--- src/rtl/fb_dirty_pkg.sv ---
package fb_dirty_pkg;

  typedef enum logic [1:0] {
    PLANE_INDEX8  = 2'd0,
    PLANE_COLOR24 = 2'd1,
    PLANE_CONTROL = 2'd2,
    PLANE_NONE    = 2'd3
  } plane_e;

  typedef enum logic [1:0] {
    SCAN_IDLE = 2'd0,
    SCAN_WALK = 2'd1,
    SCAN_EMIT = 2'd2
  } scan_state_e;

endpackage

--- src/rtl/snoop_band_decode.sv ---
module snoop_band_decode #(
  parameter int NUM_BANDS  = 192,
  parameter int BAND_BYTES = 4096,
  parameter int ADDR_W     = 22,
  parameter int BAND_W     = 8
) (
  input  logic              wr_valid,
  input  logic [1:0]        wr_plane,
  input  logic [ADDR_W-1:0] wr_addr,
  output logic              band_hit,
  output logic [BAND_W-1:0] band_idx
);
  import fb_dirty_pkg::*;

  localparam int NARROW_SH = $clog2(BAND_BYTES);
  localparam int WIDE_SH   = NARROW_SH + 2;
  localparam int NPLANES   = 3;

  logic [ADDR_W-1:0] cand [NPLANES];
  logic [ADDR_W-1:0] sel_full;
  logic              plane_ok;

  // each plane has its own bytes-per-band; index plane is narrow
  for (genvar p = 0; p < NPLANES; p++) begin : g_plane
    if (p == 0) begin : g_narrow
      assign cand[p] = wr_addr >> NARROW_SH;
    end else begin : g_wide
      assign cand[p] = wr_addr >> WIDE_SH;
    end
  end

  always_comb begin
    sel_full = '0;
    plane_ok = 1'b0;
    case (plane_e'(wr_plane))
      PLANE_INDEX8:  begin sel_full = cand[0]; plane_ok = 1'b1; end
      PLANE_COLOR24: begin sel_full = cand[1]; plane_ok = 1'b1; end
      PLANE_CONTROL: begin sel_full = cand[2]; plane_ok = 1'b1; end
      default:       begin sel_full = '0;      plane_ok = 1'b0; end
    endcase
  end

  assign band_hit = wr_valid && plane_ok && (sel_full < ADDR_W'(NUM_BANDS));
  assign band_idx = sel_full[BAND_W-1:0];

endmodule

--- src/rtl/band_dirty_store.sv ---
module band_dirty_store #(
  parameter int NUM_BANDS = 192,
  parameter int BAND_W    = 8
) (
  input  logic              clk,
  input  logic              rst_n,
  input  logic              set_en,
  input  logic [BAND_W-1:0] set_idx,
  input  logic              clr_en,
  input  logic [BAND_W-1:0] clr_idx,
  input  logic              mark_all,
  input  logic [BAND_W-1:0] rd_idx,
  output logic              rd_dirty
);

  logic [NUM_BANDS-1:0] dirty_q, dirty_d;
  logic                 upd_en;

  assign upd_en = set_en | clr_en | mark_all;

  // set beats clear so a write in the visit cycle is not lost
  always_comb begin
    dirty_d = dirty_q;
    if (clr_en)   dirty_d[clr_idx] = 1'b0;
    if (set_en)   dirty_d[set_idx] = 1'b1;
    if (mark_all) dirty_d = '1;
  end

  always_ff @(posedge clk or negedge rst_n) begin
    if (!rst_n)      dirty_q <= '0;
    else if (upd_en) dirty_q <= dirty_d;
  end

  assign rd_dirty = dirty_q[rd_idx];


  write_sticks_chk: assert property (@(posedge clk) disable iff (!rst_n)
    set_en |=> dirty_q[$past(set_idx)]);


  clear_lands_chk: assert property (@(posedge clk) disable iff (!rst_n)
    (clr_en && !mark_all && !(set_en && set_idx == clr_idx)) |=> !dirty_q[$past(clr_idx)]);


  mark_all_chk: assert property (@(posedge clk) disable iff (!rst_n)
    mark_all |=> (&dirty_q));

endmodule

--- src/rtl/band_run_scanner.sv ---
module band_run_scanner #(
  parameter int NUM_BANDS = 192,
  parameter int BAND_ROWS = 4,
  parameter int BAND_W    = 8,
  parameter int ROW_W     = 10
) (
  input  logic              clk,
  input  logic              rst_n,
  input  logic              start,
  input  logic              rd_dirty,
  output logic [BAND_W-1:0] rd_idx,
  output logic              clr_en,
  output logic [BAND_W-1:0] clr_idx,
  output logic              busy,
  output logic              done,
  output logic              rect_valid,
  input  logic              rect_ready,
  output logic [ROW_W-1:0]  rect_row,
  output logic [ROW_W-1:0]  rect_height
);
  import fb_dirty_pkg::*;

  localparam int TOTAL_ROWS = NUM_BANDS * BAND_ROWS;

  scan_state_e       state_q, state_d;
  logic [BAND_W-1:0] idx_q, idx_d;
  logic [BAND_W-1:0] run_q, run_d;
  logic              open_q, open_d;
  logic              fin_q, fin_d;
  logic [ROW_W-1:0]  row_q, row_d;
  logic [ROW_W-1:0]  hgt_q, hgt_d;
  logic              done_q, done_d;
  logic              step_en;
  logic              last_band;
  logic [BAND_W-1:0] head_band;
  logic [ROW_W-1:0]  head_rows, here_rows, past_rows, run_rows;

  assign last_band = (idx_q == BAND_W'(NUM_BANDS - 1));
  assign head_band = open_q ? run_q : idx_q;
  assign head_rows = ROW_W'(head_band) * ROW_W'(BAND_ROWS);
  assign run_rows  = ROW_W'(run_q) * ROW_W'(BAND_ROWS);
  assign here_rows = ROW_W'(idx_q) * ROW_W'(BAND_ROWS);
  assign past_rows = (ROW_W'(idx_q) + ROW_W'(1)) * ROW_W'(BAND_ROWS);

  always_comb begin
    state_d = state_q;
    idx_d   = idx_q;
    run_d   = run_q;
    open_d  = open_q;
    fin_d   = fin_q;
    row_d   = row_q;
    hgt_d   = hgt_q;
    done_d  = 1'b0;
    clr_en  = 1'b0;
    case (state_q)
      SCAN_IDLE: begin
        if (start) begin
          state_d = SCAN_WALK;
          idx_d   = '0;
          open_d  = 1'b0;
          fin_d   = 1'b0;
        end
      end
      SCAN_WALK: begin
        if (rd_dirty) begin
          clr_en = 1'b1;
          run_d  = head_band;
          open_d = 1'b1;
          if (last_band) begin
            row_d   = head_rows;
            hgt_d   = past_rows - head_rows;
            fin_d   = 1'b1;
            open_d  = 1'b0;
            state_d = SCAN_EMIT;
          end else begin
            idx_d = idx_q + BAND_W'(1);
          end
        end else if (open_q) begin
          row_d   = run_rows;
          hgt_d   = here_rows - run_rows;
          fin_d   = last_band;
          open_d  = 1'b0;
          state_d = SCAN_EMIT;
          if (!last_band) idx_d = idx_q + BAND_W'(1);
        end else if (last_band) begin
          done_d  = 1'b1;
          state_d = SCAN_IDLE;
        end else begin
          idx_d = idx_q + BAND_W'(1);
        end
      end
      SCAN_EMIT: begin
        if (rect_ready) begin
          if (fin_q) begin
            done_d  = 1'b1;
            state_d = SCAN_IDLE;
          end else begin
            state_d = SCAN_WALK;
          end
        end
      end
      default: state_d = SCAN_IDLE;
    endcase
  end

  assign step_en = (state_q != SCAN_IDLE) | start;

  always_ff @(posedge clk or negedge rst_n) begin
    if (!rst_n) begin
      state_q <= SCAN_IDLE;
      done_q  <= 1'b0;
    end else begin
      state_q <= state_d;
      done_q  <= done_d;
    end
  end

  always_ff @(posedge clk or negedge rst_n) begin
    if (!rst_n) begin
      idx_q  <= '0;
      run_q  <= '0;
      open_q <= 1'b0;
      fin_q  <= 1'b0;
      row_q  <= '0;
      hgt_q  <= '0;
    end else if (step_en) begin
      idx_q  <= idx_d;
      run_q  <= run_d;
      open_q <= open_d;
      fin_q  <= fin_d;
      row_q  <= row_d;
      hgt_q  <= hgt_d;
    end
  end

  assign rd_idx      = idx_q;
  assign clr_idx     = idx_q;
  assign busy        = (state_q != SCAN_IDLE);
  assign done        = done_q;
  assign rect_valid  = (state_q == SCAN_EMIT);
  assign rect_row    = row_q;
  assign rect_height = hgt_q;


  hold_while_stalled_chk: assert property (@(posedge clk) disable iff (!rst_n)
    (rect_valid && !rect_ready) |=> (rect_valid && $stable(rect_row) && $stable(rect_height)));


  walk_frozen_chk: assert property (@(posedge clk) disable iff (!rst_n)
    (rect_valid && !rect_ready) |=> $stable(rd_idx));


  rect_in_frame_chk: assert property (@(posedge clk) disable iff (!rst_n)
    rect_valid |-> (rect_height != '0) &&
      (({1'b0, rect_row} + {1'b0, rect_height}) <= (ROW_W+1)'(TOTAL_ROWS)));


  done_single_chk: assert property (@(posedge clk) disable iff (!rst_n)
    done |=> !done);


  done_idle_chk: assert property (@(posedge clk) disable iff (!rst_n)
    done |-> !busy);

endmodule

--- src/rtl/fb_band_dirty_tracker.sv ---
module fb_band_dirty_tracker #(
  parameter int NUM_BANDS  = 192,
  parameter int LINE_BYTES = 1024,
  parameter int BAND_ROWS  = 4,
  parameter int ACTIVE_W   = 1024,
  localparam int BAND_BYTES = LINE_BYTES * BAND_ROWS,
  localparam int ADDR_W     = $clog2(NUM_BANDS * BAND_BYTES * 4),
  localparam int BAND_W     = $clog2(NUM_BANDS),
  localparam int ROW_W      = $clog2(NUM_BANDS * BAND_ROWS + 1),
  localparam int WID_W      = $clog2(ACTIVE_W + 1)
) (
  input  logic              clk,
  input  logic              rst_n,
  input  logic              snoop_valid,
  input  logic [1:0]        snoop_plane,
  input  logic [ADDR_W-1:0] snoop_addr,
  input  logic              invalidate,
  input  logic              scan_start,
  output logic              scan_busy,
  output logic              scan_done,
  output logic              rect_valid,
  input  logic              rect_ready,
  output logic [ROW_W-1:0]  rect_row,
  output logic [ROW_W-1:0]  rect_height,
  output logic [WID_W-1:0]  rect_width
);

  logic [1:0]        rst_sync_q;
  logic              rst_int_n;
  logic              hit;
  logic [BAND_W-1:0] hit_band;
  logic              clr_en;
  logic [BAND_W-1:0] clr_idx;
  logic [BAND_W-1:0] rd_idx;
  logic              rd_dirty;

  always_ff @(posedge clk or negedge rst_n) begin
    if (!rst_n) rst_sync_q <= 2'b00;
    else        rst_sync_q <= {rst_sync_q[0], 1'b1};
  end
  assign rst_int_n = rst_sync_q[1];

  snoop_band_decode #(
    .NUM_BANDS (NUM_BANDS),
    .BAND_BYTES(BAND_BYTES),
    .ADDR_W    (ADDR_W),
    .BAND_W    (BAND_W)
  ) u_decode (
    .wr_valid(snoop_valid),
    .wr_plane(snoop_plane),
    .wr_addr (snoop_addr),
    .band_hit(hit),
    .band_idx(hit_band)
  );

  band_dirty_store #(
    .NUM_BANDS(NUM_BANDS),
    .BAND_W   (BAND_W)
  ) u_store (
    .clk     (clk),
    .rst_n   (rst_int_n),
    .set_en  (hit),
    .set_idx (hit_band),
    .clr_en  (clr_en),
    .clr_idx (clr_idx),
    .mark_all(invalidate),
    .rd_idx  (rd_idx),
    .rd_dirty(rd_dirty)
  );

  band_run_scanner #(
    .NUM_BANDS(NUM_BANDS),
    .BAND_ROWS(BAND_ROWS),
    .BAND_W   (BAND_W),
    .ROW_W    (ROW_W)
  ) u_scan (
    .clk        (clk),
    .rst_n      (rst_int_n),
    .start      (scan_start),
    .rd_dirty   (rd_dirty),
    .rd_idx     (rd_idx),
    .clr_en     (clr_en),
    .clr_idx    (clr_idx),
    .busy       (scan_busy),
    .done       (scan_done),
    .rect_valid (rect_valid),
    .rect_ready (rect_ready),
    .rect_row   (rect_row),
    .rect_height(rect_height)
  );

  assign rect_width = WID_W'(ACTIVE_W);

endmodule

--- config.mk ---
export PLATFORM = sky130hd
export DESIGN_NAME = fb_band_dirty_tracker
export DESIGN_NICKNAME = d
export VERILOG_FILES = /design/src/rtl/fb_dirty_pkg.sv /design/src/rtl/snoop_band_decode.sv /design/src/rtl/band_dirty_store.sv /design/src/rtl/band_run_scanner.sv /design/src/rtl/fb_band_dirty_tracker.sv
export SDC_FILE = /design/constraint.sdc
export NUM_CORES = 1
export LEC_CHECK = 0
export BUFFER_PORTS_ARGS = -buffer_cell sky130_fd_sc_hd__buf_2
export CORE_MARGIN = 2
export CORE_UTILIZATION = 55
export CTS_CLUSTER_DIAMETER = 120
export DETAILED_ROUTE_END_ITERATION = 10
export GPL_ROUTABILITY_DRIVEN = 0
export PLACE_DENSITY = 0.72
export SLEW_MARGIN = 20
export SYNTH_ARGS = -nofsm -noshare
export SYNTH_HDL_FRONTEND = slang
export SYNTH_SLANG_ARGS = --single-unit
--- constraint.sdc ---
create_clock -name clk -period 9.6 [get_ports clk]
set_clock_uncertainty 0.15 [all_clocks]
set_input_delay 1.92 -clock clk [delete_from_list [all_inputs] [get_ports clk]]
set_output_delay 1.92 -clock clk [all_outputs]
set_load 0.02 [all_outputs]
-- After elaboration in Yosys (flattened, before gate mapping)
Cells that the tools add are included.
- reduce and logical (&&, ||, !) cells: 17
- magnitude comparators: 5
- bitwise gates (word level): 6
- eq/ne operators: 12
- multiplexer cells: 45
- $add $sub $neg: 4
- operator list (operator ; count):
    two-way mux 192 bit ; 3
    AND 192 bit ; 1
    inverter 192 bit ; 1
    bitwise OR 192 bit ; 1
    two-way mux 10 bit ; 6
    two-way mux 8 bit ; 3
    < comparator 22 x 8 -> 1 bit, second input constant ; 1
    one-hot mux 10 bit (2 select lines) ; 1
    subtractor 10 bit ; 2
    < comparator 8 x 9 -> 1 bit, second input constant ; 2
    two-way mux 1 bit ; 18
    adder 8 x 1 -> 8 bit, second input constant ; 2
    demux 1 bit (select 8 bit) ; 2
    >= comparator 8 x 1 -> 1 bit, second input constant ; 2
    one-hot mux 8 bit (2 select lines) ; 1
    two-way mux 2 bit ; 6
    AND reduction 4 bit ; 3
    binary-select mux 1 bit (select 8 bit) ; 1
    equality test 8 bit, second input constant ; 1
    != test 3 x 2 -> 1 bit, second input constant ; 2
    one-hot mux 1 bit (2 select lines) ; 3
    one-hot mux 2 bit (3 select lines) ; 1
    AND reduction 3 bit ; 2
    nonzero test 2 bit ; 3
    11 further kinds ; 21
- logic and storage cells: 99
- register bits after elaboration: 235

-- Longest topological paths before layout
Gate-level depths: netlist of the first run.
- depth after elaboration: 10
- mapped depth: 16

-- Modules after synthesis
From an unflattened synthesis of the first run, not the netlist that was laid out.
- cells, all modules: 1399
- area, all modules: 12941.2 um2
- modules (own cells, without submodules) (module ; cells each ; times used ; sequential area each (um2) ; area each (um2)):
    band_dirty_store ; 1055 ; 1 ; 4804.6 ; 10005.8
    band_run_scanner ; 301 ; 1 ; 925.9 ; 2583.7
    snoop_band_decode ; 28 ; 1 ; 0.0 ; 211.5
    fb_band_dirty_tracker ; 15 ; 1 ; 50.0 ; 140.1

-- Worst setup path before layout of the first run
Ideal clock, no wire load.
- path kind: input port to flip-flop
- start point: input port snoop_plane[0]
- end point: register u_store.dirty_q[113]
- data arrival time: 4.234 ns
- cell stages on the path: 10
- setup time: 0.066 ns
- data required time: 9.384 ns
- setup slack: 5.150 ns
- buffers on the path: 2
- cells stage by stage: inv_1 ha_1 clkbuf_1 a22oi_1 o2111ai_1 or4b_2 nor2_1 clkbuf_1 a21oi_1 nand2_1
- cells in the longest elaborated chain, start to end: 10
- RTL lines (element ; RTL line ; text):
    start: declaration ; fb_band_dirty_tracker.sv:15 ; input logic [1:0] snoop_plane,
    equality test 2 x 1 -> 1 bit / equality test 2 bit (equally long branches) ; snoop_band_decode.sv:35 ; case (plane_e'(wr_plane))
    OR reduction 2 bit (no source line) ; n/a ;
    one-hot mux 10 bit (2 select lines) ; snoop_band_decode.sv:35 ;
    < comparator 8 x 9 -> 1 bit (implied by the code) / >= comparator 8 x 1 -> 1 bit (equally long branches) ; band_dirty_store.sv:25 ; if (set_en) dirty_d[set_idx] = 1'b1;
    logical AND 1 bit (implied by the code) ; band_dirty_store.sv:25 ;
    two-way mux 1 bit (implied by the code) ; band_dirty_store.sv:25 ;
    demux 1 bit (select 8 bit) ; n/a ;
    bitwise OR 192 bit (no source line) ; n/a ;
    two-way mux 192 bit ; band_dirty_store.sv:25 ;
    two-way mux 192 bit ; band_dirty_store.sv:26 ; if (mark_all) dirty_d = '1;
    end signal: assignment ; band_dirty_store.sv:31 ; else if (upd_en) dirty_q <= dirty_d;
    end: declaration ; band_dirty_store.sv:16 ; logic [NUM_BANDS-1:0] dirty_q, dirty_d;
Several ways; a longest one is shown, not always the timed one.
A chain may end at the register's enable or synchronous reset.

-- Final worst setup path of the first run
- start point: input port snoop_plane[0]
- end point: register u_store.dirty_q[177]
Same word-level chain as after synthesis.

==> key figures, run 1 <==
STA
  • Endpoints failing setup: 0
  • Final Max Slew Viols: 0
  • Final Hold Fails: 0
  • Max_slew headroom: 17.1%
  • PnR worst setup slack: 4480 ps
  • RSZ-0062 raised after global routing: no
  • Fin crit period: 5120 ps
  • Actual slew at the worst max-slew pin: 1240 ps
  • Max frequency: just under 200 MHz
  • Final period utilization: 53.4%
  • Final setup TNS: 0 ps

Global route
  • Vias in the first global route: 10,900
  • Global-route wire length before repair: between 60,000 and 70,000 µm
  • Initial antenna violation count: 1
  • GRT Residual Overflow: 0
  • Gr usage total: approximately a third
  • Largest net degree at the start of global routing: 183

Setup path
  • Critical path startpoint category: input pin
  • Worst Reg-to-Reg Cells: 11
  • Setup CP Type: input pin to register
  • Reg-to-reg critical path endpoint: u_scan.run_q[0]
  • R2R Setup Slk: about 4800 ps
  • Slowest-stage cell, CP: or4b_2
  • Reg2reg start: u_scan.clr_idx[0]
  • Worst EP required: 9920 ps
  • CP arrival: 5440 ps
  • Critical path endpoint category: register
  • CP peak stage delay: 910 ps
  • Worst-path cell chain: buf_2 -> inv_1 -> ha_1 -> a22oi_1 -> o2111ai_2 -> or4b_2 -> nor2_1 -> a21oi_1 -> nand2_1
  • Worst-path maximum fanout: 15

Drt
  • Vias: 11,300
  • Vias per inst: roughly 6.5
  • Final wirelength: about 39,000 µm
  • Met3 Routed Length: around 3600 µm
  • DRC Markers: 0
  • WL met2: 18,600 µm
  • Top routing layer used: met4
  • M1 wire length: 15,100 µm
  • Routed WL per cell: roughly 22 µm
  • Initial DRC count: 1,441
  • Detail Route Antenna Nets: 0
  • Drt pass-1 iters: 6

CTS
  • Post-CTS resize count: 0
  • Post-CTS setup repair buffer count: 0
  • Clock-pin slew on the worst setup and hold paths: 60 ps
  • Num CTS Buffers: 25
  • CTS Sinks: 231
  • Root Buffer: clkbuf_16
  • Clock Latency Late Sink: 540 ps
  • CTS tree: built
  • CTS Buffer Depth: 3
  • H-tree depth: 1
  • Hold Buf Count CTS: 0

Yosys
  • Yosys top cell by area: dfrtp_1
  • Yosys warning total: 0
  • Synth Register Bits: 231
  • Synth Cell Area: approximately 13,000 µm²
  • Ys flop type: dfrtp_1
  • Top cells by area, synth: dfrtp_1 (45%), a21oi_1 (8.5%), o21ai_0 (8.2%)
  • Most frequent cell after synthesis: nand2_1
  • Avg Inst Size Synth: 8.95 µm²
  • Netlist cell types: 64
  • Yosys top cell area share: 44.9%
  • Commonest cells post-synth: nand2_1 (259), dfrtp_1 (231), a21oi_1 (219), o21ai_0 (210), clkbuf_1 (93)
  • Sequential area share after synthesis: 44.9%
  • Asr flop ratio synth: between 90% and 100%
  • Instance count of the mapped netlist: ~1,400
  • EDFF count, synth: 0

Finish
  • Area of the multi-input gates: 6540 µm²
  • Final Util: 61.8%
  • Syn-to-layout area delta: 9.41%
  • Layout cell share with drive strength beyond 1: about an eighth
  • Fillers: 1,906
  • Register area: between 5000 and 6000 µm²
  • Final nets: approximately 1,500
  • # diodes: 0

Place
  • Setup Slack @ Placement: 4040 ps
  • IO buf count: 36
  • Dpl hpwl: 24,100 µm

Die
  • I/O Pins: 64
  • # rows: 55
  • Die span in y: roughly 160 µm
  • CORE AREA: approximately 23,000 µm²
  • Die area: 24,600 µm²
  • Initial Util: approximately 56%
  • Die width: 157 µm

Pwr
  • Power Total: 2.12 mW
  • Max VDD drop: 200 µV
  • P per Cell Area: 151 nW/µm²
  • Leak: 5.08 nW

Job
  • Max_cap viols: 0

Outcome
  • Outcome: finished, final reports clean

Min path
  • Min-Delay Path Class: register to async pin
==> kinds of logic after synthesis <==
group                    Yosys count  synth area share (%)
other                              2                0.0584
multiplexers                      68                  9.59
adder cells (fa/ha/maj)           27                  2.74
XOR/XNOR                          13                 0.885
buffers and inverters            161                  5.63
AO/OA/AOI/OAI                    512                  22.3
AND/OR/NAND/NOR                  424                  13.9
flip-flops                       231                  44.9
==> how the worst max path moves through the flow <==
| stage | startpoint | end | slack (ps) | cells after the start |
|---|---|---|---|---|
| floorplan | rst_sync_q[1] | u_scan.clr_idx[0] | 2540 | 0 |
| global placement | snoop_plane[0] | u_store.dirty_q[53] | 4000 | 9 |
| detailed placement | snoop_plane[0] | u_store.dirty_q[177] | 4040 | 9 |
| CTS | snoop_plane[0] | u_store.dirty_q[177] | 4590 | 9 |
| global route | snoop_plane[0] | u_store.dirty_q[97] | 4280 | 9 |
| finish | snoop_plane[0] | u_store.dirty_q[177] | 4480 | 9 |
==> registers in the layout (all words and copies together), names as in the netlist <==
register	flops
rst_sync_q	2
u_scan.clr_idx	8
u_scan.done	1
u_scan.fin_q	1
u_scan.open_q	1
u_scan.rect_height	8
u_scan.rect_row	8
u_scan.run_q	8
u_scan.state_q	2
u_store.dirty_q	192
==> power breakdown <==
part           internal [mW]  switching (mW)
Combinational         0.0238          0.0881
Clock                  0.627           0.406
Sequential             0.975         0.00441
==> metal layers <==
layer  vias up  GRT usage, %
li1       5016             -
met1      5500          42.8
met2       609          52.6
met3       130          4.93
met4         0          13.8
met5         -             0
==> worst max-delay path, delay by kind of cell <==
kind | cells | cell delay (ps)
and+or+nand+nor | 3 | 1870
AOI/OAI and AO/OA | 3 | 1140
adders and majority gates | 1 | 380
buffers and inverters | 2 | 130
==> stage by stage <==
stage | hold WS [ps] | instances | area [µm²]
floorplan | 181 | 1452 | 12900
global placement | 193 | 1691 | 13100
detailed placement | 191 | 1692 | 13200
CTS | 218 | 1737 | 14000
global route | 221 | 1739 | 14100
finish | 195 | 1739 | 14100
==> layout make-up <==
type / instances / share of cell area [%]
multi-input combinational: 1060 / 46.5
sequential: 231 / 41.1
clock buffer: 38 / 5.43
tap: 313 / 2.78
timing repair buffer: 57 / 2.51
inverter: 33 / 0.880
clock inverter: 7 / 0.827
==> placed cells by master (no fill, tap or decap), types with 20 or more instances in the layout <==
cell type    n
mux2i_1     22
a21oi_1    219
clkbuf_16   25
dfrtp_1    228
nand2_1    259
ha_1        25
nor2_1      61
inv_1       32
buf_4       20
buf_2       35
o21ai_0    210
mux4_2      44
nor3_1      21
Note: power is estimated with default switching activity, not from simulation.
==> run 2, diff against run 1 <==
--- a/config.mk
+++ b/config.mk
@@ -11,7 +11,7 @@
 export CTS_CLUSTER_DIAMETER = 120
 export DETAILED_ROUTE_END_ITERATION = 10
 export GPL_ROUTABILITY_DRIVEN = 0
-export PLACE_DENSITY = 0.72
+export PLACE_DENSITY = 0.75
 export SLEW_MARGIN = 20
 export SYNTH_ARGS = -nofsm -noshare
 export SYNTH_HDL_FRONTEND = slang
==> constraint.sdc (replaced) <==
create_clock -name clk -period 4.5 [get_ports clk]
set_clock_uncertainty 0.15 [all_clocks]
set_input_delay 0.9 -clock clk [delete_from_list [all_inputs] [get_ports clk]]
set_output_delay 0.9 -clock clk [all_outputs]
set_load 0.02 [all_outputs]
==> run 2 against run 1 <==
  * Non-clock buffer count grew 39
  * Total power rose by 110%
  * Cell count is 2.1% higher
  * Count of clock-buffer cells in the layout fell by 3
  * Via count up 2.5%
  * Wire length decreased by 0.53%
  * Global-route usage is 0.26 points higher
  * Register-to-register slack lost 4300 ps
  * Sequential power is 110% higher
  * Hold slack improved by 8.8 ps
==> key figures, run 2 (synthesis gave the netlist of run 1 again) <==
CTS
  • Clock-pin slew on the worst setup and hold paths: 60 ps (about the same)
  • Post-CTS setup repair buffer count: 0 (unchanged)
  • Root Buffer: clkbuf_16
  • Post-CTS resize count: 0 (unchanged)
  • H-tree depth: 1 (unchanged)
  • CTS tree: built
  • Clock Latency Late Sink: 530 ps (about the same)
  • Hold Buf Count CTS: 1 (+1)
  • Num CTS Buffers: 25 (unchanged)
  • CTS Buffer Depth: 3 (unchanged)
  • CTS Sinks: 231 (unchanged)

STA
  • Endpoints failing setup: 0 (unchanged)
  • RSZ-0062 raised after global routing: no
  • Final Hold Fails: 0 (unchanged)
  • Actual slew at the worst max-slew pin: 1080 ps (-152 ps)
  • Final period utilization: 89.7%
  • Final Max Slew Viols: 0 (unchanged)
  • Fin crit period: 4040 ps
  • Max frequency: 248 MHz
  • Max_slew headroom: 27.4% (+10 points)
  • Final setup TNS: 0 ps (unchanged)

Setup path
  • Critical path endpoint category: register
  • Worst Reg-to-Reg Cells: 10 (-1)
  • Critical path startpoint category: register
  • Setup CP Type: register to register
  • Worst-path maximum fanout: 16 (+1)
  • CP arrival: 4340 ps (-1100 ps)
  • Worst EP required: 4800 ps (-5120 ps)

Global route
  • Largest net degree at the start of global routing: 129 (-30%)
  • Global-route wire length before repair: 62,100 µm (+1.7%)
  • Initial antenna violation count: 0 (-1)
  • GRT Residual Overflow: 0 (unchanged)
  • Gr usage total: 32.4% (+0.26 points)
  • Vias in the first global route: 11,300 (+2.9%)

Finish
  • Syn-to-layout area delta: 10.9%
  • Max FFs per register: 192 (unchanged)
  • # diodes: 0 (unchanged)
  • Commonest non-fill, non-tap cell in the layout: nand2_1
  • Biggest register: u_store.dirty_q
  • Most frequent cells in the layout: nand2_1 (259), dfrtp_1 (228), a21oi_1 (219), o21ai_0 (210), nor2_1 (68)
  • Final nets: 1,504 (+2.7%)
  • Layout cell share with drive strength beyond 1: 13.3% (+0.50 points)

Die
  • Die span in y: 157 µm (unchanged)
  • # rows: 55 (unchanged)
  • Die width: 157 µm (unchanged)
  • Die area: 24,600 µm² (unchanged)
  • I/O Pins: 64 (unchanged)
  • CORE AREA: 22,800 µm² (unchanged)
  • Initial Util: 56.5% (unchanged)

Pwr
  • Max VDD drop: 289 µV (+45%)
  • P per Cell Area: 308 nW/µm² (+100%)
  • Power Total: 4.39 mW (+110%)
  • Leak: 5.26 nW (+3.6%)

Drt
  • Final wirelength: 38,700 µm (-0.53%)
  • Routed WL per cell: 21.8 µm (-2.6%)
  • Vias per inst: 6.49 (+0.33%)
  • Detail Route Antenna Nets: 0 (unchanged)
  • Initial DRC count: 1,360 (-5.6%)
  • Drt pass-1 iters: 6 (unchanged)
  • Vias: 11,500 (+2.5%)
  • DRC Markers: 0 (unchanged)

Place
  • IO buf count: 36 (unchanged)
  • Dpl hpwl: 25,200 µm (+4.3%)

Outcome
  • Outcome: finished, final reports clean

Min path
  • Min-Delay Path Class: register to register
  • WHS Path Cells: 0

Job
  • Max_cap viols: 0 (unchanged)
run 2: cell count changes in the layout (fill, tap and decap cells not counted), moves of 3 or more:
cell | previous run | this run
buf_4 | 20 | 52
nor3_1 | 21 | 34
nor3_2 | 12 | 0
nor2_1 | 61 | 68
nor2_2 | 7 | 0
buf_12 | 1 | 7
clkbuf_8 | 9 | 5
clkinv_2 | 2 | 5
o2111ai_1 | 2 | 5
o2111ai_2 | 3 | 0
run 2: through the flow:
stage	setup WS [ps]	hold slack [ps]	utilization (%)	instance area (µm²)	cells
floorplan	554	181	-	12900	1452
global placement	661	187	59.1	13500	1732
detailed placement	574	192	59.1	13500	1732
CTS	541	206	62.6	14300	1776
global route	203	209	62.6	14300	1776
finish	462	204	62.6	14300	1776
run 2: layout make-up:
type,count,area [µm²]
Timing Repair Buffer,96,727
Sequential cell,231,5790
Clock inverter,8,93.8
Inverter,33,124
Clock buffer,35,713
Tap cell,313,392
Fill cell,1920,8510
Multi-Input combinational cell,1060,6430
run 2: worst paths after layout:
path / end / startpoint / slack, ps
max: u_store.dirty_q[54] / u_scan.clr_idx[0] / 460
min: rst_sync_q[1] / rst_sync_q[0] / 200
max reg2reg: u_store.dirty_q[54] / u_scan.clr_idx[0] / 460
min reg2reg: rst_sync_q[1] / rst_sync_q[0] / 200
max in group asynchronous: u_scan.rect_row[7] / rst_sync_q[1] / 2770
min in group asynchronous: u_store.dirty_q[178] / rst_sync_q[1] / 290
run 2: critical path, cell delays in order, from the launching register on:
cell	delay, ps
dfrtp_2	720
buf_4	330
mux4_2	540
a22oi_1	230
a21oi_1	90
o21ai_1	240
o31ai_1	210
buf_4	220
o211ai_1	860
o21ai_0	250
nand2_1	100
run 2: power by group:
part | total [mW] | internal (mW) | switching (mW)
logic | 0.240 | 0.0595 | 0.181
registers | 2.09 | 2.08 | 0.0121
clock network | 2.06 | 1.21 | 0.846
run 2: metal layers:
metal | up-vias | share of wire (%) | track usage, %
li1 | 5092 | - | -
met3 | 111 | 8.3 | 4.98
met4 | 0 | 4.0 | 12.6
met5 | - | 0 | 0
met2 | 660 | 47 | 52.7
met1 | 5669 | 40 | 43.9
